--- config.mk ---
export PLATFORM = sky130hd
export DESIGN_NAME = svm_dwell_sync
export DESIGN_NICKNAME = d
export VERILOG_FILES = /design/src/rtl/svm_dwell_pkg.sv /design/src/rtl/svm_frac_div.sv /design/src/rtl/svm_axis_offtime.sv /design/src/rtl/svm_dwell_solve.sv /design/src/rtl/svm_dwell_sync.sv
export SDC_FILE = /design/constraint.sdc
export NUM_CORES = 2
export LEC_CHECK = 0
export ABC_AREA = 1
export BUFFER_PORTS_ARGS = -buffer_cell sky130_fd_sc_hd__buf_2
export CELL_PAD_IN_SITES_DETAIL_PLACEMENT = 0
export CELL_PAD_IN_SITES_GLOBAL_PLACEMENT = 1
export CORE_MARGIN = 1
export CORE_UTILIZATION = 54
export CTS_BUF_LIST = sky130_fd_sc_hd__clkbuf_4 sky130_fd_sc_hd__clkbuf_8
export DETAILED_ROUTE_END_ITERATION = 12
export GPL_TIMING_DRIVEN = 0
export PLACE_DENSITY_LB_ADDON = 0.25
export RECOVER_POWER = 100
export SLEW_MARGIN = 10
export SYNTH_ARGS = -nofsm -noshare
export SYNTH_HDL_FRONTEND = slang
export SYNTH_SLANG_ARGS = --single-unit
--- constraint.sdc ---
create_clock -name clk -period 30.1 [get_ports clk]
set_clock_uncertainty 0.1 [all_clocks]
set_input_delay 6.02 -clock clk [delete_from_list [all_inputs] [get_ports clk]]
set_output_delay 6.02 -clock clk [all_outputs]
set_load 0.005 [all_outputs]
--- src/rtl/svm_dwell_pkg.sv ---
package svm_dwell_pkg;

    localparam int SECTOR_COUNT = 8;
    localparam int SECTOR_BITS  = $clog2(SECTOR_COUNT);
    localparam int SQRT3_FRAC   = 14;
    localparam logic [15:0] SQRT3_Q = 16'd28378;  // sqrt(3) in Q2.14
    localparam int AXES         = 2;

    typedef logic [SECTOR_BITS-1:0] sector_t;

    typedef enum logic [1:0] {
        ST_IDLE,
        ST_LOAD,
        ST_WAIT,
        ST_SOLVE
    } state_t;

    // Sign flips and equation-group choice for one sector
    typedef struct packed {
        logic neg_a;
        logic neg_b;
        logic swap;
    } fold_t;

    function automatic fold_t sector_fold(sector_t s);
        fold_t f;
        case (s)
            3'd0:    f = 3'b000;
            3'd1:    f = 3'b001;
            3'd2:    f = 3'b101;
            3'd3:    f = 3'b100;
            3'd4:    f = 3'b110;
            3'd5:    f = 3'b111;
            3'd6:    f = 3'b011;
            default: f = 3'b010;
        endcase
        return f;
    endfunction

    function automatic sector_t sector_next(sector_t s);
        return s + sector_t'(1);
    endfunction

    function automatic logic [5:0] sector_pair(sector_t s);
        logic [5:0] p;
        case (s)
            3'd0:    p = 6'o12;
            3'd1:    p = 6'o23;
            3'd2:    p = 6'o32;
            3'd3:    p = 6'o34;
            3'd4:    p = 6'o45;
            3'd5:    p = 6'o56;
            3'd6:    p = 6'o65;
            default: p = 6'o61;
        endcase
        return p;
    endfunction

endpackage

--- src/rtl/svm_frac_div.sv ---
// Restoring divider, one quotient bit per clock. The caller guarantees
// num[2DW-1:DW] < den whenever the quotient is used.
module svm_frac_div #(
    parameter int DW = 16
) (
    input  logic            clk,
    input  logic            rst,
    input  logic            load,
    input  logic [2*DW-1:0] num,
    input  logic [DW-1:0]   den,
    output logic            busy,
    output logic [DW-1:0]   quo
);
    localparam int CW = $clog2(DW + 1);

    logic [DW-1:0] rem_q, quo_q, den_q;
    logic [CW-1:0] cnt_q;
    logic [DW:0]   rem_sh, rem_sub;

    always_comb begin
        rem_sh  = {rem_q, quo_q[DW-1]};
        rem_sub = rem_sh - {1'b0, den_q};
    end

    always_ff @(posedge clk) begin
        if (rst) begin
            rem_q <= '0;
            quo_q <= '0;
            den_q <= '0;
            cnt_q <= '0;
        end else if (load) begin
            rem_q <= num[2*DW-1:DW];
            quo_q <= num[DW-1:0];
            den_q <= den;
            cnt_q <= CW'(DW);
        end else if (cnt_q != '0) begin
            if (!rem_sub[DW]) begin
                rem_q <= rem_sub[DW-1:0];
                quo_q <= {quo_q[DW-2:0], 1'b1};
            end else begin
                rem_q <= rem_sh[DW-1:0];
                quo_q <= {quo_q[DW-2:0], 1'b0};
            end
            cnt_q <= cnt_q - CW'(1);
        end
    end

    assign busy = (cnt_q != '0);
    assign quo  = quo_q;

endmodule

--- src/rtl/svm_axis_offtime.sv ---
// One axis: fold the sample, scale by the sense gain, and turn the
// ratio against the regulator output into an off-time in counts.
module svm_axis_offtime #(
    parameter int DW = 16
) (
    input  logic                 clk,
    input  logic                 rst,
    input  logic                 load,
    input  logic signed [DW-1:0] sample,
    input  logic                 neg,
    input  logic [DW-1:0]        rs,
    input  logic [DW-1:0]        vm,
    input  logic [DW-1:0]        ts,
    output logic                 busy,
    output logic [DW-1:0]        off
);
    localparam int MW = DW + 1;        // folded magnitude width
    localparam int PW = DW + MW;       // gain product width
    localparam int SW = DW + 2;        // scaled current width

    logic signed [MW-1:0] ext, folded;
    logic [MW-1:0]        mag;
    logic [PW-1:0]        prod;
    logic [SW-1:0]        p;
    logic [2*DW-1:0]      num;
    logic                 is_zero, is_full;
    logic                 zero_q, full_q;
    logic [DW-1:0]        ts_l, quo;

    always_comb begin
        ext    = {sample[DW-1], sample};
        folded = neg ? -ext : ext;
        mag    = folded[MW-1] ? '0 : folded;
        prod   = PW'(rs) * PW'(mag);
        p      = SW'(prod >> (DW - 1));
        is_zero = (p == '0);
        is_full = (p >= SW'(vm));
        num    = (2*DW)'(ts) * (2*DW)'(p[DW-1:0]);
    end

    always_ff @(posedge clk) begin
        if (rst) begin
            zero_q <= 1'b1;
            full_q <= 1'b0;
            ts_l   <= '0;
        end else if (load) begin
            zero_q <= is_zero;
            full_q <= is_full;
            ts_l   <= ts;
        end
    end

    svm_frac_div #(.DW(DW)) u_div (
        .clk  (clk),
        .rst  (rst),
        .load (load),
        .num  (num),
        .den  (vm),
        .busy (busy),
        .quo  (quo)
    );

    assign off = zero_q ? '0 : (full_q ? ts_l : quo);

endmodule

--- src/rtl/svm_dwell_solve.sv ---
// Solves the two dwell equations for one sector group.
module svm_dwell_solve
    import svm_dwell_pkg::*;
#(
    parameter int DW = 16
) (
    input  logic [DW-1:0] off_a,
    input  logic [DW-1:0] off_b,
    input  logic [DW-1:0] ts,
    input  logic          swap,
    output logic [DW-1:0] t1,
    output logic [DW-1:0] t2,
    output logic [DW-1:0] t0,
    output logic          ok
);
    localparam int KW = 2 * DW;

    logic [DW-1:0]        half_src, rest_src;
    logic [DW:0]          scaled;
    logic signed [DW+1:0] t2s;

    always_comb begin
        half_src = swap ? off_a : off_b;
        rest_src = swap ? off_b : off_a;
        t1       = half_src >> 1;
        scaled   = (DW+1)'((KW'(t1) * KW'(SQRT3_Q)) >> SQRT3_FRAC);
        t2s      = $signed({2'b00, rest_src}) - $signed({1'b0, scaled});
        t2       = t2s[DW-1:0];
        ok       = (off_a != '0) && (off_b != '0) && (t2s > 0);
        t0       = ts - t1 - t2;
    end

endmodule

--- src/rtl/svm_dwell_sync.sv ---
module svm_dwell_sync
    import svm_dwell_pkg::*;
#(
    parameter int DW = 16
) (
    input  logic                   clk,
    input  logic                   rst,
    input  logic                   start,
    input  logic signed [DW-1:0]   i_alpha,
    input  logic signed [DW-1:0]   i_beta,
    input  logic [DW-1:0]          rs_gain,
    input  logic [DW-1:0]          v_ctrl,
    input  logic [DW-1:0]          period_cnt,
    output logic [SECTOR_BITS-1:0] sector,
    output logic [5:0]             vec_pair,
    output logic [DW-1:0]          t1,
    output logic [DW-1:0]          t2,
    output logic [DW-1:0]          t0,
    output logic                   done,
    output logic                   fault
);
    localparam sector_t LAST_TRY = sector_t'(SECTOR_COUNT - 1);

    state_t               state_q;
    sector_t              trial_q, tries_q;
    logic signed [DW-1:0] ia_q, ib_q;
    logic [DW-1:0]        rs_q, vm_q, ts_q;
    fold_t                fold;
    logic                 load, any_busy;

    logic signed [DW-1:0] samp   [AXES];
    logic                 neg_v  [AXES];
    logic                 busy_v [AXES];
    logic [DW-1:0]        off_v  [AXES];

    logic [DW-1:0]        s_t1, s_t2, s_t0;
    logic                 s_ok;

    assign fold     = sector_fold(trial_q);
    assign load     = (state_q == ST_LOAD);
    assign samp[0]  = ia_q;
    assign samp[1]  = ib_q;
    assign neg_v[0] = fold.neg_a;
    assign neg_v[1] = fold.neg_b;
    assign any_busy = busy_v[0] | busy_v[1];

    for (genvar g = 0; g < AXES; g++) begin : g_axis
        svm_axis_offtime #(.DW(DW)) u_axis (
            .clk    (clk),
            .rst    (rst),
            .load   (load),
            .sample (samp[g]),
            .neg    (neg_v[g]),
            .rs     (rs_q),
            .vm     (vm_q),
            .ts     (ts_q),
            .busy   (busy_v[g]),
            .off    (off_v[g])
        );
    end

    svm_dwell_solve #(.DW(DW)) u_solve (
        .off_a (off_v[0]),
        .off_b (off_v[1]),
        .ts    (ts_q),
        .swap  (fold.swap),
        .t1    (s_t1),
        .t2    (s_t2),
        .t0    (s_t0),
        .ok    (s_ok)
    );

    always_ff @(posedge clk) begin
        if (rst) begin
            state_q <= ST_IDLE;
            trial_q <= '0;
            tries_q <= '0;
            ia_q    <= '0;
            ib_q    <= '0;
            rs_q    <= '0;
            vm_q    <= '0;
            ts_q    <= '0;
            sector  <= '0;
            t1      <= '0;
            t2      <= '0;
            t0      <= '0;
            done    <= 1'b0;
            fault   <= 1'b0;
        end else begin
            done <= 1'b0;
            case (state_q)
                ST_IDLE: begin
                    if (start) begin
                        ia_q    <= i_alpha;
                        ib_q    <= i_beta;
                        rs_q    <= rs_gain;
                        vm_q    <= v_ctrl;
                        ts_q    <= period_cnt;
                        trial_q <= sector;
                        tries_q <= '0;
                        state_q <= ST_LOAD;
                    end
                end
                ST_LOAD: state_q <= ST_WAIT;
                ST_WAIT: begin
                    if (!any_busy) state_q <= ST_SOLVE;
                end
                default: begin
                    if (s_ok) begin
                        sector  <= trial_q;
                        t1      <= s_t1;
                        t2      <= s_t2;
                        t0      <= s_t0;
                        fault   <= 1'b0;
                        done    <= 1'b1;
                        state_q <= ST_IDLE;
                    end else if (tries_q == LAST_TRY) begin
                        t1      <= '0;
                        t2      <= '0;
                        t0      <= ts_q;
                        fault   <= 1'b1;
                        done    <= 1'b1;
                        state_q <= ST_IDLE;
                    end else begin
                        trial_q <= sector_next(trial_q);
                        tries_q <= tries_q + sector_t'(1);
                        state_q <= ST_LOAD;
                    end
                end
            endcase
        end
    end

    assign vec_pair = sector_pair(sector);

endmodule

Yosys cells after proc, flatten, opt, wreduce, memory -nomap -nowiden
Cells that the tools add are included.

Memory bits (read-only): 0. Bits in registers: 251. Input bits: 83. Word-level logic and storage cells: 142. Bits in latches: 0. Bits in writable memories: 0. Memories: 0. Output and inout bits: 59.

$add $sub $neg: 11. Shift-type cells: 0. Divide/modulo/power cells: 0. $lt $le $gt $ge: 3. Multipliers: 5. Muxes and demuxes: 50. Equality and inequality tests: 19. Reduce and logical (&&, ||, !) cells: 23. Bitwise gates (word level): 3.

Operators by type and width (number): $mux W16 (23); $mul A16 B17 Y33 (2); $mul A16 B16 Y32 (2); $pmux W6 S7 (1); $ge A18 B16 Y1 (2); $logic_not A18 Y1 (2); $mux W17 (2); $neg A16 Y17 (2); $sub A17 B16 Y17 (2); $reduce_bool A16 Y1 (2); $mul A15 B14 Y29 const B (1); $eq A3 B3 Y1 const B (7); $pmux W3 S7 (1); $mux W5 (4); $gt A18 B1 Y1 const B (1); $mux W3 (6); $sub A16 B16 Y17 (1); $sub A16 B15 Y16 (1); $sub A16 B16 Y16 (1); $eq A3 B2 Y1 const B (4); $pmux W3 S2 (2); $reduce_bool A5 Y1 (2); $sub A5 B1 Y5 const B (2); $mux W1 (8); 19 further kinds (33).

Logic depth before layout (Yosys ltp)
Depth in word-level cells: 9. Mapped depth: 64. Gate-level depth less buffers: 62.

By module
Synthesis repeated with hierarchy kept, for this count alone.

Cell total of the unflattened synthesis: 7696. Area, all modules: 57246.2 µm².

By module, submodules not included: svm_axis_offtime (g_axis[0].u_axis) (seq. area each 360.3 µm², area each 18407.7 µm², instances 1, cells each 2406); svm_axis_offtime (g_axis[1].u_axis) (seq. area each 360.3 µm², area each 18363.9 µm², instances 1, cells each 2393); svm_dwell_solve (seq. area each 0.0 µm², area each 7478.4 µm², instances 1, cells each 1055); svm_dwell_sync (seq. area each 2822.7 µm², area each 5559.1 µm², instances 1, cells each 722); svm_frac_div (g_axis[1].u_axis.u_div) (seq. area each 1061.0 µm², area each 3741.1 µm², instances 1, cells each 560); svm_frac_div (g_axis[0].u_axis.u_div) (seq. area each 1061.0 µm², area each 3696.0 µm², instances 1, cells each 560).

Worst setup path before layout
No wires, ideal clock.

Path kind: reg2reg. Start point: register trial_q[0]. End point: register g_axis[1].u_axis.u_div.rem_q[15]. Library setup time: 0.116 ns. Required time: 29.884 ns. Buffers on the path: 2. Clock period less this slack: 11.800 ns. Stages on the path, launching flop included: 61. Data arrival time: 11.583 ns. Slack: 18.300 ns. Cell sequence: dfxtp_1 > inv_1 > ha_1 > nor2_1 > nand2_1 > nand2_2 > inv_2 > buf_2 > a21oi_1 > inv_1 > o21ai_1 > inv_1 > o21ai_0 > or2_2 > nand3_1 > clkinv_1 > nand2_1 > fa_1 > (+25 left out) > fa_1 > inv_1 > fa_1 > inv_1 > ha_1 > inv_1 > o21ai_0 > nand3_1 > nand2_1 > a21oi_1 > or2_2 > and3_1 > o21ai_0 > a21oi_1 > o21ai_0 > nand3_1 > o211ai_1 > inv_1.

Word-level cells in the longest chain between the ends: 7. Elaborated cells on any way between the ends: 13. Those cells by class: mul: 2; eq/ne: 6; mux: 4; reduce/logical: 1.

RTL lines: start: declaration (line svm_dwell_sync.sv:25) `sector_t trial_q, tries_q;`; start signal: assignment (line svm_dwell_sync.sv:99) `trial_q <= sector;`; start signal: assignment (line svm_dwell_sync.sv:125) `trial_q <= sector_next(trial_q);`; $eq A3 B3 Y1, or another cell as far along (line svm_dwell_pkg.sv:27) `case (s)`; $pmux W3 S7 * (line svm_dwell_pkg.sv:27); $mux W17 * (line svm_axis_offtime.sv:32) `folded = neg ? -ext : ext;`; $mux W16 * (line svm_axis_offtime.sv:33) `mag = folded[MW-1] ? '0 : folded;`; $mul A16 B17 Y33 * (line svm_axis_offtime.sv:34) `prod = PW'(rs) * PW'(mag);`; $mul A16 B16 Y32 * (line svm_axis_offtime.sv:38) `num = (2*DW)'(ts) * (2*DW)'(p[DW-1:0]);`; $mux W16 * (line svm_frac_div.sv:31) `end else if (load) begin`; end signal: assignment (line svm_frac_div.sv:32) `rem_q <= num[2*DW-1:DW];`; end signal: assignment (line svm_frac_div.sv:38) `rem_q <= rem_sub[DW-1:0];`; end signal: assignment (line svm_frac_div.sv:41) `rem_q <= rem_sh[DW-1:0];`; end: declaration (line svm_frac_div.sv:16) `logic [DW-1:0] rem_q, quo_q, den_q;`.

Mark *: on every way between the ends. The rest lies on a longest branch, timed or not. A chain may end at the register's enable or synchronous reset.

Final worst setup path
Ends and elaborated chain as after synthesis.

==> results.yml <==
run_status:
  status: "finished with violations"
  violations: "max-capacitance violations, max-slew violations"
worst_setup_path:
  critPathArrivalTime_ns: 16.54
  path_class: "reg2reg"
  endpoint: "g_axis[1].u_axis.u_div.rem_q[15]"
  end_kind: "flop"
  cp_max_fo: 10
  reg2reg_depth: 55
  worstPathRequired_ns: 30.61
  slowest_delay_ns: 1.01
  crit_path_frequent_cell: "inv_1"
  r2r-start: "trial_q[0]"
  cp-start-kind: "flop"
  crit_start: "trial_q[0]"
  ff2ff_setup_slack_ns: 14.07
  r2r-end: "g_axis[1].u_axis.u_div.rem_q[15]"
  slowest_stage: "xor2_1"
sta:
  maxSlewHeadroom_pct: -20.2
  slew_violations: 17
  finalCriticalPeriod_ns: 16.03
  finalCritPeriodShare_pct: 53.2
  setup_tns_ns: 0
  max_slew.worst_pin.slew_ns: 1.80
  final_hold_viol_count: 0
  setup_viol: 0
  rsz0062_at_grt: "false"
  fmax_mhz: 62.4
  finalWorstSetupSlack_ns: 14.07
detailed_routing:
  drtAntennaViolNets: 0
  first_iter_violations: 4320
  via_count: 48400
  avgViaCountPerCell: 5.62
  firstDrtPassIters: 8
  wl_per_cell_um: 21.9
  drt_wl_total_mm: 189
  drc: 0
cells_and_area:
  layout.nets: 8899
  area_growth_pct: 6.21
  layout_commonest_cell: "inv_1"
  drive_above_1_share_pct: 4.36
  num-fill-cells: 9562
  mostFrequentLayoutCells: "inv_1 (1,435), nand2_1 (1,312), fa_1 (886), nor2_1 (817), ha_1 (633)"
  fin_area_mm2: 0.0573
clock_network:
  cts_resized: 0
  root_buffer: "clkbuf_8"
  htree_levels: 2
  cts_hold_buf: 0
  cts_buffer_depth: 3
  cts_tree: "done"
  clk_pin_slew_worst_paths_ns: 0.07
  insertion_delay_ns: 0.75
  cts_buffers: 48
  postCtsSetupRepairBufs: 0
  cts.sinks: 250
logic_synthesis:
  yosysTopAreaCell: "fa_1"
  synthArstFlopShare_pct: 0
  synth_edf_count: 0
  netlist_instances: 7103
  netlist_area_mm2: 0.0539
  synth_seq_area_share_pct: 9.28
  synthDistinctLibCells: 65
  synth_top_area_share_pct: 32.9
  synth_area_per_cell_um2: 7.59
  synthFlopType: "dfxtp_1"
  synthSimpleGateAreaFrac_pct: 17.9
  syn_nets: 8705
  synth_fa_ha_area_share_pct: 47.6
  synth_top_family_by_area: "adder cells"
  muxShareOfSynthArea_pct: 0
  synth_area_leaders: "fa_1 (33%), ha_1 (15%), inv_1 (10%)"
  synth-seq-cells: 250
  yosys_warnings: 0
  synth-xor-area-share_pct: 2.38
  synth_compound_area_share_pct: 10.6
die:
  die_h_um: 318
  ioPinCount: 142
  dieArea_mm2: 0.101
  die_width_um: 318
  coreArea_mm2: 0.0987
  initial_core_util_pct: 54.6
  row_count: 115
global_routing:
  grt_pass1_vias: 49100
  grt_pass1_wl_mm: 292
  grt_overflow: 0
  grt_max_degree: 16
  track_usage_pct: 38.1
  grt_antenna_before_repair: 5
worst_hold_path:
  hold_path_class: "reg2reg"
placement:
  post_dp_cell_area_mm2: 0.0563
  io_buffers: 140
  globalplace.congestion: 1.00
  place_ws_ns: 15.27
  dp_hpwl_mm: 158
job:
  maxCapViolations: 2
## synth_stat cells (17+ instances only)
master and number:
o21bai_1 18, nand2_2 18, a31oi_1 49, a21oi_1 459, nand3_1 124, nand2_1 1307, clkbuf_1 205, xor2_1 77
fa_1 886, o211ai_1 23, nor2_1 817, dfxtp_1 250, a211oi_1 17, or2_2 17, inv_1 1431, clkinv_1 18
buf_2 36, ha_1 633, o21ai_1 19, o21ai_0 380, nand4_1 30, nor3_1 49, inv_2 20, xnor2_1 62
## worst min-delay path by stage
stage	startpoint	end	slack [ns]	cells past startpoint
after global placement	t1[10]	t1[10]	0.35	2
after CTS	t2[1]	t2[1]	0.36	2
after floorplan	g_axis[0].u_axis.u_div.cnt_q[0]	g_axis[0].u_axis.u_div.cnt_q[0]	0.34	1
after detailed placement	t2[1]	t2[1]	0.35	2
final	t2[1]	t2[1]	0.36	2
after global routing	t2[1]	t2[1]	0.37	2
## state kept, by name (all words and copies together), names as in the netlist
| register | flops |
|---|---|
| g_axis.u_axis.ts_l | 16 |
| g_axis.u_axis.full_q | 2 |
| t0 | 16 |
| g_axis.u_axis.u_div.quo | 32 |
| ia_q | 16 |
| g_axis.u_axis.u_div.rem_q | 32 |
| tries_q | 3 |
| fault | 1 |
| g_axis.u_axis.zero_q | 2 |
| ts_q | 16 |
| t1 | 15 |
| trial_q | 3 |
| sector | 3 |
| t2 | 16 |
| rs_q | 16 |
| vm_q | 16 |
| g_axis.u_axis.u_div.cnt_q | 10 |
| g_axis.u_axis.u_div.den_q | 16 |
| done | 1 |
| state_q | 2 |
| ib_q | 16 |
## kinds of logic after synthesis
kind of cell	after synthesis
simple gates	2415
buf+inv	1728
fa+ha+maj	1519
compound gates	1047
flops	250
xor+xnor	143
other cells	1
## routing by layer
metal  wire [um]  up-vias  share of wire, %  track usage [%]
li1            -    22200                 -                -
met3       16500      497               8.8             8.01
met5          13        -            0.0069                0
met2       81900     2076                43             58.5
met1       76400    23600                40             49.3
met4       13800        2               7.3             23.8
## stage by stage
step           utilization (%)  std cells  hold slack [ns]
2_1_floorplan                -       7103            0.344
3_3_place_gp              57.0       8530            0.349
3_5_place_dp              57.0       8534            0.347
4_1_cts                   58.1       8619            0.356
5_1_grt                   58.0       8620            0.371
6_report                  58.0       8622            0.360
## cell type report
class	count	area [um2]	share of cell area, %
diodes	3	7.51	0.0131
clock buffers	70	901	1.57
repair buffers	144	706	1.23
plain buffers	258	1040	1.81
well taps	1287	1610	2.81
clock inverters	15	219	0.382
inverters	1470	5520	9.64
flip-flops and latches	250	5000	8.74
multi-input cells	5125	42300	73.8
## critical path, delay by kind of cell, from the launching register on
family / cells / cell delay [ns]
flip-flops: 1 / 0.44
buffers and inverters: 17 / 2.53
adder cells (fa/ha/maj): 15 / 6.57
XOR/XNOR: 2 / 1.11
AO/OA/AOI/OAI: 7 / 1.97
AND/OR/NAND/NOR: 14 / 3.20
Power is not shown: default switching activity piles up to over one toggle a cycle in this logic, so the estimate is an artifact.
